<file path="config.mk">
export PLATFORM = sky130hd
export DESIGN_NAME = tcs_clock_select
export DESIGN_NICKNAME = d
export VERILOG_FILES = /design/src/rtl/tcs_pkg.sv /design/src/rtl/tcs_divider.sv /design/src/rtl/tcs_tap_hits.sv /design/src/rtl/tcs_pin_edge.sv /design/src/rtl/tcs_clock_select.sv
export SDC_FILE = /design/constraint.sdc
export NUM_CORES = 1
export LEC_CHECK = 0
export BUFFER_PORTS_ARGS = -buffer_cell sky130_fd_sc_hd__buf_2
export CORE_MARGIN = 2
export CORE_UTILIZATION = 51
export DETAILED_ROUTE_END_ITERATION = 16
export GPL_TIMING_DRIVEN = 0
export PLACE_DENSITY = 0.72
export SLEW_MARGIN = 10
export SYNTH_ARGS = -nofsm -noshare
export SYNTH_HDL_FRONTEND = slang
export SYNTH_HIERARCHICAL = 1
export SYNTH_SLANG_ARGS = --single-unit
</file>
<file path="constraint.sdc">
create_clock -name clk -period 4.8 [get_ports clk]
set_clock_uncertainty 0.15 [all_clocks]
set_input_delay 0.48 -clock clk [delete_from_list [all_inputs] [get_ports clk]]
set_output_delay 0.48 -clock clk [all_outputs]
set_load 0.1 [all_outputs]
</file>
<file path="src/rtl/tcs_pkg.sv">
package tcs_pkg;

    localparam int TCS_NUM_TAPS = 4;

    typedef enum logic [2:0] {
        SRC_OFF      = 3'd0,
        SRC_DIV1     = 3'd1,
        SRC_TAP_A    = 3'd2,
        SRC_TAP_B    = 3'd3,
        SRC_TAP_C    = 3'd4,
        SRC_TAP_D    = 3'd5,
        SRC_PIN_FALL = 3'd6,
        SRC_PIN_RISE = 3'd7
    } tcs_src_e;

    typedef struct packed {
        logic meta;
        logic stable;
        logic prev;
    } tcs_sync_t;

endpackage

</file>
<file path="src/rtl/tcs_divider.sv">
module tcs_divider #(
    parameter int DIV_W = 10
) (
    input  logic             clk,
    input  logic             rst_n,
    input  logic             clr,
    output logic [DIV_W-1:0] div_q
);

    typedef struct packed {
        logic [DIV_W-1:0] cnt;
    } div_state_t;

    div_state_t st_d, st_q;

    always_comb begin
        st_d = st_q;
        if (clr) begin
            st_d.cnt = '0;
        end else begin
            st_d.cnt = st_q.cnt + DIV_W'(1);
        end
    end

    always_ff @(posedge clk or negedge rst_n) begin
        if (!rst_n) begin
            st_q <= '0;
        end else begin
            st_q <= st_d;
        end
    end

    assign div_q = st_q.cnt;

endmodule

</file>
<file path="src/rtl/tcs_tap_hits.sv">
module tcs_tap_hits
    import tcs_pkg::*;
#(
    parameter int DIV_W = 10,
    parameter int SH_A  = 3,
    parameter int SH_B  = 6,
    parameter int SH_C  = 8,
    parameter int SH_D  = 10
) (
    input  logic [DIV_W-1:0]        div,
    output logic [TCS_NUM_TAPS-1:0] wrap
);

    function automatic int tap_shift(input int t);
        case (t)
            0:       return SH_A;
            1:       return SH_B;
            2:       return SH_C;
            default: return SH_D;
        endcase
    endfunction

    // A tap wraps on the edge at which its low bits leave the all-ones state.
    for (genvar t = 0; t < TCS_NUM_TAPS; t++) begin : g_tap
        localparam int SH = tap_shift(t);
        assign wrap[t] = &div[SH-1:0];
    end

endmodule

</file>
<file path="src/rtl/tcs_pin_edge.sv">
module tcs_pin_edge
    import tcs_pkg::*;
(
    input  logic clk,
    input  logic rst_n,
    input  logic pin,
    output logic rise,
    output logic fall
);

    tcs_sync_t sy_d, sy_q;

    always_comb begin
        sy_d        = sy_q;
        sy_d.meta   = pin;
        sy_d.stable = sy_q.meta;
        sy_d.prev   = sy_q.stable;
    end

    always_ff @(posedge clk or negedge rst_n) begin
        if (!rst_n) begin
            sy_q <= '0;
        end else begin
            sy_q <= sy_d;
        end
    end

    assign rise = sy_q.stable & ~sy_q.prev;
    assign fall = ~sy_q.stable & sy_q.prev;

endmodule

</file>
<file path="src/rtl/tcs_clock_select.sv">
module tcs_clock_select
    import tcs_pkg::*;
#(
    parameter int DIV_W = 10,
    parameter int SH_A  = 3,
    parameter int SH_B  = 6,
    parameter int SH_C  = 8,
    parameter int SH_D  = 10
) (
    input  logic       clk,
    input  logic       rst_n,
    input  logic [2:0] sel,
    input  logic       ext_pin,
    input  logic       pre_clr,
    output logic       count_en
);

    typedef struct packed {
        logic en;
    } out_state_t;

    logic [DIV_W-1:0]        div_q;
    logic [TCS_NUM_TAPS-1:0] tap_wrap;
    logic                    pin_rise;
    logic                    pin_fall;
    tcs_src_e                src;
    out_state_t              out_d, out_q;

    tcs_divider #(
        .DIV_W (DIV_W)
    ) u_div (
        .clk   (clk),
        .rst_n (rst_n),
        .clr   (pre_clr),
        .div_q (div_q)
    );

    tcs_tap_hits #(
        .DIV_W (DIV_W),
        .SH_A  (SH_A),
        .SH_B  (SH_B),
        .SH_C  (SH_C),
        .SH_D  (SH_D)
    ) u_taps (
        .div  (div_q),
        .wrap (tap_wrap)
    );

    tcs_pin_edge u_pin (
        .clk   (clk),
        .rst_n (rst_n),
        .pin   (ext_pin),
        .rise  (pin_rise),
        .fall  (pin_fall)
    );

    assign src = tcs_src_e'(sel);

    always_comb begin
        out_d = out_q;
        case (src)
            SRC_OFF:      out_d.en = 1'b0;
            SRC_DIV1:     out_d.en = 1'b1;
            SRC_TAP_A:    out_d.en = tap_wrap[0];
            SRC_TAP_B:    out_d.en = tap_wrap[1];
            SRC_TAP_C:    out_d.en = tap_wrap[2];
            SRC_TAP_D:    out_d.en = tap_wrap[3];
            SRC_PIN_FALL: out_d.en = pin_fall;
            SRC_PIN_RISE: out_d.en = pin_rise;
            default:      out_d.en = 1'b0;
        endcase
    end

    always_ff @(posedge clk or negedge rst_n) begin
        if (!rst_n) begin
            out_q <= '0;
        end else begin
            out_q <= out_d;
        end
    end

    assign count_en = out_q.en;

endmodule

</file>
==> results.yml, run 1 <==
hold_path:
  whs_endpoint: "u_pin/sy_d[1]$_DFF_PN0_"
  hold_class: "in -> reg"
  hold_depth: 1
  min-delay-start: "ext_pin"
run:
  drv_cap: 0
synthesis:
  synthFlopType: "dfrtp_1"
  yosysTopAreaCell: "dfrtp_1"
  yosysTopAreaCellShare_pct: 50.6
  syn_inst: 68
  seq_area_frac_synth_pct: 50.6
  synth_most_common_cell: "dfrtp_1"
  synth_edf_count: 0
  syn_area_per_cell_um2: 10.2
  synth_area_leaders: "dfrtp_1, nor2_1, nand4_1"
  synth_area_um2: 692
  synth_warnings: 6
  synth_common_cells: "dfrtp_1, nor2_1, a21oi_1, nand4_1, nor2b_1"
  synthArstFlopShare_pct: 100
  synth_cell_type_count: 31
  synth-seq-cells: 14
  syn-num-nets: 76
final_layout:
  fillers: 118
  diodes: 0
  nets: 89
  drive_gt1_share_pct: 21.3
  fin_cells: 95
  syn_to_final_growth_pct: 14.5
routing:
  dr.pass1.iters: 4
  wl_per_cell_um: 12.1
  num_vias: 544
  post-route-drc-count: 0
  routed_wirelength_mm: 1.15
  routed_via_density: 5.73
  drtIter0Drc: 3
  ant_nets: 0
worst_setup_path:
  worst-path-buf-inv: 1
  r2r_cells: 4
  r2r-start: "u_div/div_q[0]$_DFF_PN0_"
  r2r-end: "u_div/div_q[6]$_DFF_PN0_"
  cp.arrival_ns: 1.02
  cp_slowest_stage_delay_ns: 0.41
  worstSetupStartpointType: "flop"
  required_ns: 4.17
  crit_path_max_fanout: 1
  cpMaxStageDelayCell: "buf_2"
  crit_path_end_kind: "primary output"
  crit_family: "buffers and inverters"
  crit_type: "reg -> out"
  crit_chain: "buf_2"
  ff2ff_setup_slack_ns: 3.17
clocking:
  clock_latency_ns: 0.28
  clkTransAtPathRegs_ns: 0.08
  cts.path.max_buffers: 2
  cts_sinks: 14
  cts_resized: 0
  cts_buffers: 3
  htree_levels: 1
  cts_tree: "built"
  cts_root_buffer: "clkbuf_4"
placement:
  dp_cells: 90
  routabilityCongestion: 0.737
  portBuffers: 7
  dpl.hpwl_um: 852
sta:
  max_slew_margin_pct: 68.1
  fin_crit_sh_pct: 34.4
  max_freq_mhz: 606
  setup_viol: 0
  tightest_slew_ns: 0.481
  setup_tns_ns: 0
  fin_crit_ns: 1.65
  rsz0062_at_grt: "no"
  slew_viol_final: 0
  finalHoldViolations: 0
grt:
  first_global_vias: 440
  grtUsageTotal_pct: 17.2
  antenna_found_initial: 0
  grt_max_degree: 15
  grt_pass1_wl_mm: 1.85
  grt_remaining_overflow: 0
power_and_ir_drop:
  cellLeakagePower_uw: 0.000342
  powerDensity_mw_per_mm2: 289
  ir_worst_vdd_mv: 0.161
floorplanning:
  die-area_mm2: 0.00167
  row_count: 13
  pin_count: 8
  die_h_um: 40.8
  core-area_mm2: 0.00128
  chipWidth_um: 40.8
  initial_core_util_pct: 53.8
outcome:
  status: "complete, no violations"
==> layout by cell type, fill, tap and decap left out, drive strengths merged <==
cell type,count
a21oi,4
and2b,2
and3,2
and4,1
buf,7
clkbuf,5
dfrtp,14
dlygate4sd3,1
ha,1
inv,2
mux2,2
mux2i,1
nand2,3
nand2b,1
nand3,3
nand3b,1
nand4,5
nor2,7
nor2b,4
nor3,1
nor3b,1
nor4,1
o21ai,3
o31ai,1
or3,3
or4,1
xnor2,2
xor2,1
==> power breakdown <==
| group | total (µW) | internal [µW] | switching [µW] |
|---|---|---|---|
| clock network | 84.0 | 46.1 | 37.8 |
| logic | 18.9 | 7.10 | 11.8 |
| registers | 126 | 122 | 4.27 |
==> cells by family after synthesis <==
family                     count (synthesis)  synth area share (%)
and+or+nand+nor                           36                  31.3
DFF                                       14                  50.6
AOI/OAI and AO/OA                          8                  6.15
xor gates and xnor gates                   3                  3.80
buffers and inverters                      3                  1.63
muxes                                      3                  4.70
adders and majority gates                  1                  1.81
==> final cells by class <==
type / instances / area, µm² / area share (%)
Sequential cell: 14 / 350 / 44.2
Inverter: 2 / 7.51 / 0.948
Timing Repair Buffer: 8 / 45.0 / 5.69
Clock buffer: 4 / 36.3 / 4.58
Tap cell: 15 / 18.8 / 2.37
Buffer: 1 / 3.75 / 0.474
Multi-Input combinational cell: 51 / 330 / 41.7
==> metal layers <==
| layer | up-vias | track usage (%) | part of all wire [%] |
|---|---|---|---|
| li1 | 273 | - | - |
| met2 | 13 | 26.6 | 48 |
| met4 | 0 | 5.00 | 0 |
| met1 | 258 | 22.3 | 47 |
| met5 | - | 0 | 0 |
| met3 | 0 | 6.52 | 5.1 |
==> metrics by stage <==
step | total power [µW] | util, % | setup WS (ns) | area [µm²] | hold slack, ns
6_report | 229 | 61.6 | 3.15 | 792 | 0.153
3_5_place_dp | 147 | 58.0 | 3.18 | 746 | 0.191
2_1_floorplan | 138 | - | 3.27 | 692 | 0.0344
4_1_cts | 231 | 61.6 | 3.14 | 792 | 0.146
3_3_place_gp | 146 | 58.0 | 3.21 | 746 | 0.183
5_1_grt | 241 | 61.6 | 3.09 | 792 | 0.139
==> state kept, by name (all words and copies together), names as in the netlist <==
| register | cells |
|---|---|
| u_pin/sy_q | 1 |
| u_pin/sy_d | 2 |
| count_en | 1 |
| u_div/div_q | 10 |
==> how the worst max path moves through the flow <==
stage,cells after the start,slack [ns],to,from
after global placement,4,3.21,u_div/div_q[6]$_DFF_PN0_,u_div/div_q[0]$_DFF_PN0_
after floorplan,4,3.27,u_div/div_q[6]$_DFF_PN0_,u_div/div_q[0]$_DFF_PN0_
after global routing,1,3.09,count_en,count_en$_DFF_PN0_
after detailed placement,4,3.18,u_div/div_q[6]$_DFF_PN0_,u_div/div_q[0]$_DFF_PN0_
final,1,3.15,count_en,count_en$_DFF_PN0_
after CTS,1,3.14,count_en,count_en$_DFF_PN0_
==> what timing repair did <==
action                    CTS  global route
setup buffers               0             0
hold endpoints to repair   14             0
hold buffers                1             0
No activity file was read; power rests on OpenSTA's default activity.
==> run 2: changes to the inputs <==
ABC_AREA = 1   (was unset)
CORE_UTILIZATION = 49   (was 51)
clock period = 1.4 ns   (was 4.8 ns; I/O delays follow)
==> run 2 against run 1 <==
Against the previous run: first-iteration DRC count grew to 6.3 times the previous value; sequential share of layout area is 3.6 points lower; via count is 12% higher; largest cell class unchanged.
==> results.yml, run 2 <==
floorplanning:
  chipWidth_um: 42.2
  die-area_mm2: 0.00178
  row_count: 13
  die_h_um: 42.2
  initial_core_util_pct: 53.7
  core-area_mm2: 0.00133
  pin_count: 8
grt:
  first_global_vias: 502
  grtUsageTotal_pct: 15.7
  grt_remaining_overflow: 0
  grt_pass1_wl_mm: 2.06
  grt_max_degree: 15
  antenna_found_initial: 0
hold_path:
  hold_class: "in -> reg"
  hold_depth: 4
synthesis:
  synth_cell_type_count: 16
  synthFlopType: "dfrtp_1"
  synth_warnings: 6
  yosysTopAreaCell: "dfrtp_1"
  syn_area_per_cell_um2: 7.53
  synth_most_common_cell: "nand2_1"
  syn-num-nets: 103
  synth_edf_count: 0
  synth_common_cells: "nand2_1, nor2_1, dfrtp_1"
  synth_area_um2: 716
  syn_inst: 95
  seq_area_frac_synth_pct: 49.0
  synthArstFlopShare_pct: 100
  synth-seq-cells: 14
  synth_area_leaders: "dfrtp_1, nand2_1, nor2_1"
  yosysTopAreaCellShare_pct: 49.0
worst_setup_path:
  worst-path-buf-inv: 1
  r2r_cells: 6
  cpMaxStageDelayCell: "buf_2"
  worstSetupStartpointType: "flop"
  path_depth: 1
  crit_family: "buffers and inverters"
  crit_type: "reg -> out"
  crit_chain: "buf_2"
  crit_path_end_kind: "primary output"
  cp.arrival_ns: 1.04
  required_ns: 1.11
  cp_slowest_stage_delay_ns: 0.42
  crit_path_max_fanout: 1
routing:
  drtIter0Drc: 19
  wl_per_cell_um: 10.6
  num_vias: 610
  routed_via_density: 4.84
  ant_nets: 0
  routed_wirelength_mm: 1.34
  dr.pass1.iters: 4
  post-route-drc-count: 0
sta:
  fin_crit_sh_pct: 94.9
  tightest_slew_ns: 0.482
  setup_tns_ns: 0
  max_freq_mhz: 752
  fin_crit_ns: 1.33
  finalHoldViolations: 0
  setup_viol: 0
  max_slew_margin_pct: 68.1
  slew_viol_final: 0
clocking:
  htree_levels: 1
  cts_tree: "built"
  cts.path.max_buffers: 2
  cts_root_buffer: "clkbuf_4"
  cts_buffers: 3
  clkTransAtPathRegs_ns: 0.08
  clock_latency_ns: 0.28
  cts_sinks: 14
final_layout:
  nets: 120
  layout.cells.most_common_list: "nand2_1, nor2_1, inv_1, dfrtp_1, buf_2"
  syn_to_final_growth_pct: 21.7
  fillers: 124
  final_common_cell: "nand2_1"
  largest_reg_flops: 10
  fin_cells: 126
  diodes: 0
  drive_gt1_share_pct: 23.4
  final_util_pct: 65.3
placement:
  dpl.hpwl_um: 897
  portBuffers: 7
  routabilityCongestion: 0.737
  dp_cells: 117
power_and_ir_drop:
  powerDensity_mw_per_mm2: 925
  ir_worst_vdd_mv: 0.774
  cellLeakagePower_uw: 0.000418
outcome:
  status: "complete, no violations"
run:
  drv_cap: 0
## run 2: layout make-up
cell class	instances	area (µm²)	share of cell area [%]
flip-flops and latches	14	354	40.7
multi-input cells	67	327	37.5
repair buffers	12	82.6	9.48
inverters	14	52.6	6.03
clock buffers	4	36.3	4.17
well taps	15	18.8	2.16
## run 2: final timing paths
check / from / to / slack, ns
min in group asynchronous: rst_n / u_div/div_q[1]$_DFF_PN0_ / 0.15
worst min-delay path: sel[0] / count_en$_DFF_PN0_ / 0.03
max in group asynchronous: rst_n / u_div/div_q[5]$_DFF_PN0_ / 0.69
worst max register to register: u_div/div_q[0]$_DFF_PN0_ / u_div/div_q[6]$_DFF_PN0_ / 0.09
worst min register to register: u_pin/sy_d[1]$_DFF_PN0_ / u_pin/sy_d[0]$_DFF_PN0_ / 0.21
worst max-delay path: count_en$_DFF_PN0_ / count_en / 0.07
## run 2: power breakdown
group          total [µW]  switching (µW)  internal [µW]
Sequential            430            11.7            418
Clock                 294             135            158
Combinational        82.6            53.9           28.8
Total                 806             201            605
## run 2: cells by family after synthesis
group                      after synthesis  synth area share [%]
AOI/OAI and AO/OA                       10                  7.69
adders and majority gates                1                  1.75
buffers and inverters                   14                  7.34
DFF                                     14                  49.0
and+or+nand+nor                         56                  34.3
## run 2: layer usage
layer / global-route usage [%] / routed length [µm]
met1: 19.5 / 610
met4: 11.3 / 30
met5: 0 / 0
met3: 2.59 / 63
met2: 24.6 / 632
## run 2: repair_timing
item                                    4_1_cts  5_1_grt
gates resized for setup                       0        7
endpoints found under the setup margin        0        2
buffers inserted                              0        1
hold buffers                                  4        0
hold endpoints to repair                     19        0
## run 2: metrics by stage
step | hold WS (ns) | power (µW) | worst slack (ns) | cell area, µm²
finish | 0.0322 | 806 | 0.0710 | 871
global route | 0.0482 | 840 | -0.0274 | 871
CTS | 0.0387 | 812 | 0.0775 | 846
detailed placement | -0.0962 | 511 | 0.110 | 769
global placement | -0.105 | 508 | 0.121 | 769
floorplan | -0.306 | 482 | 0.194 | 716
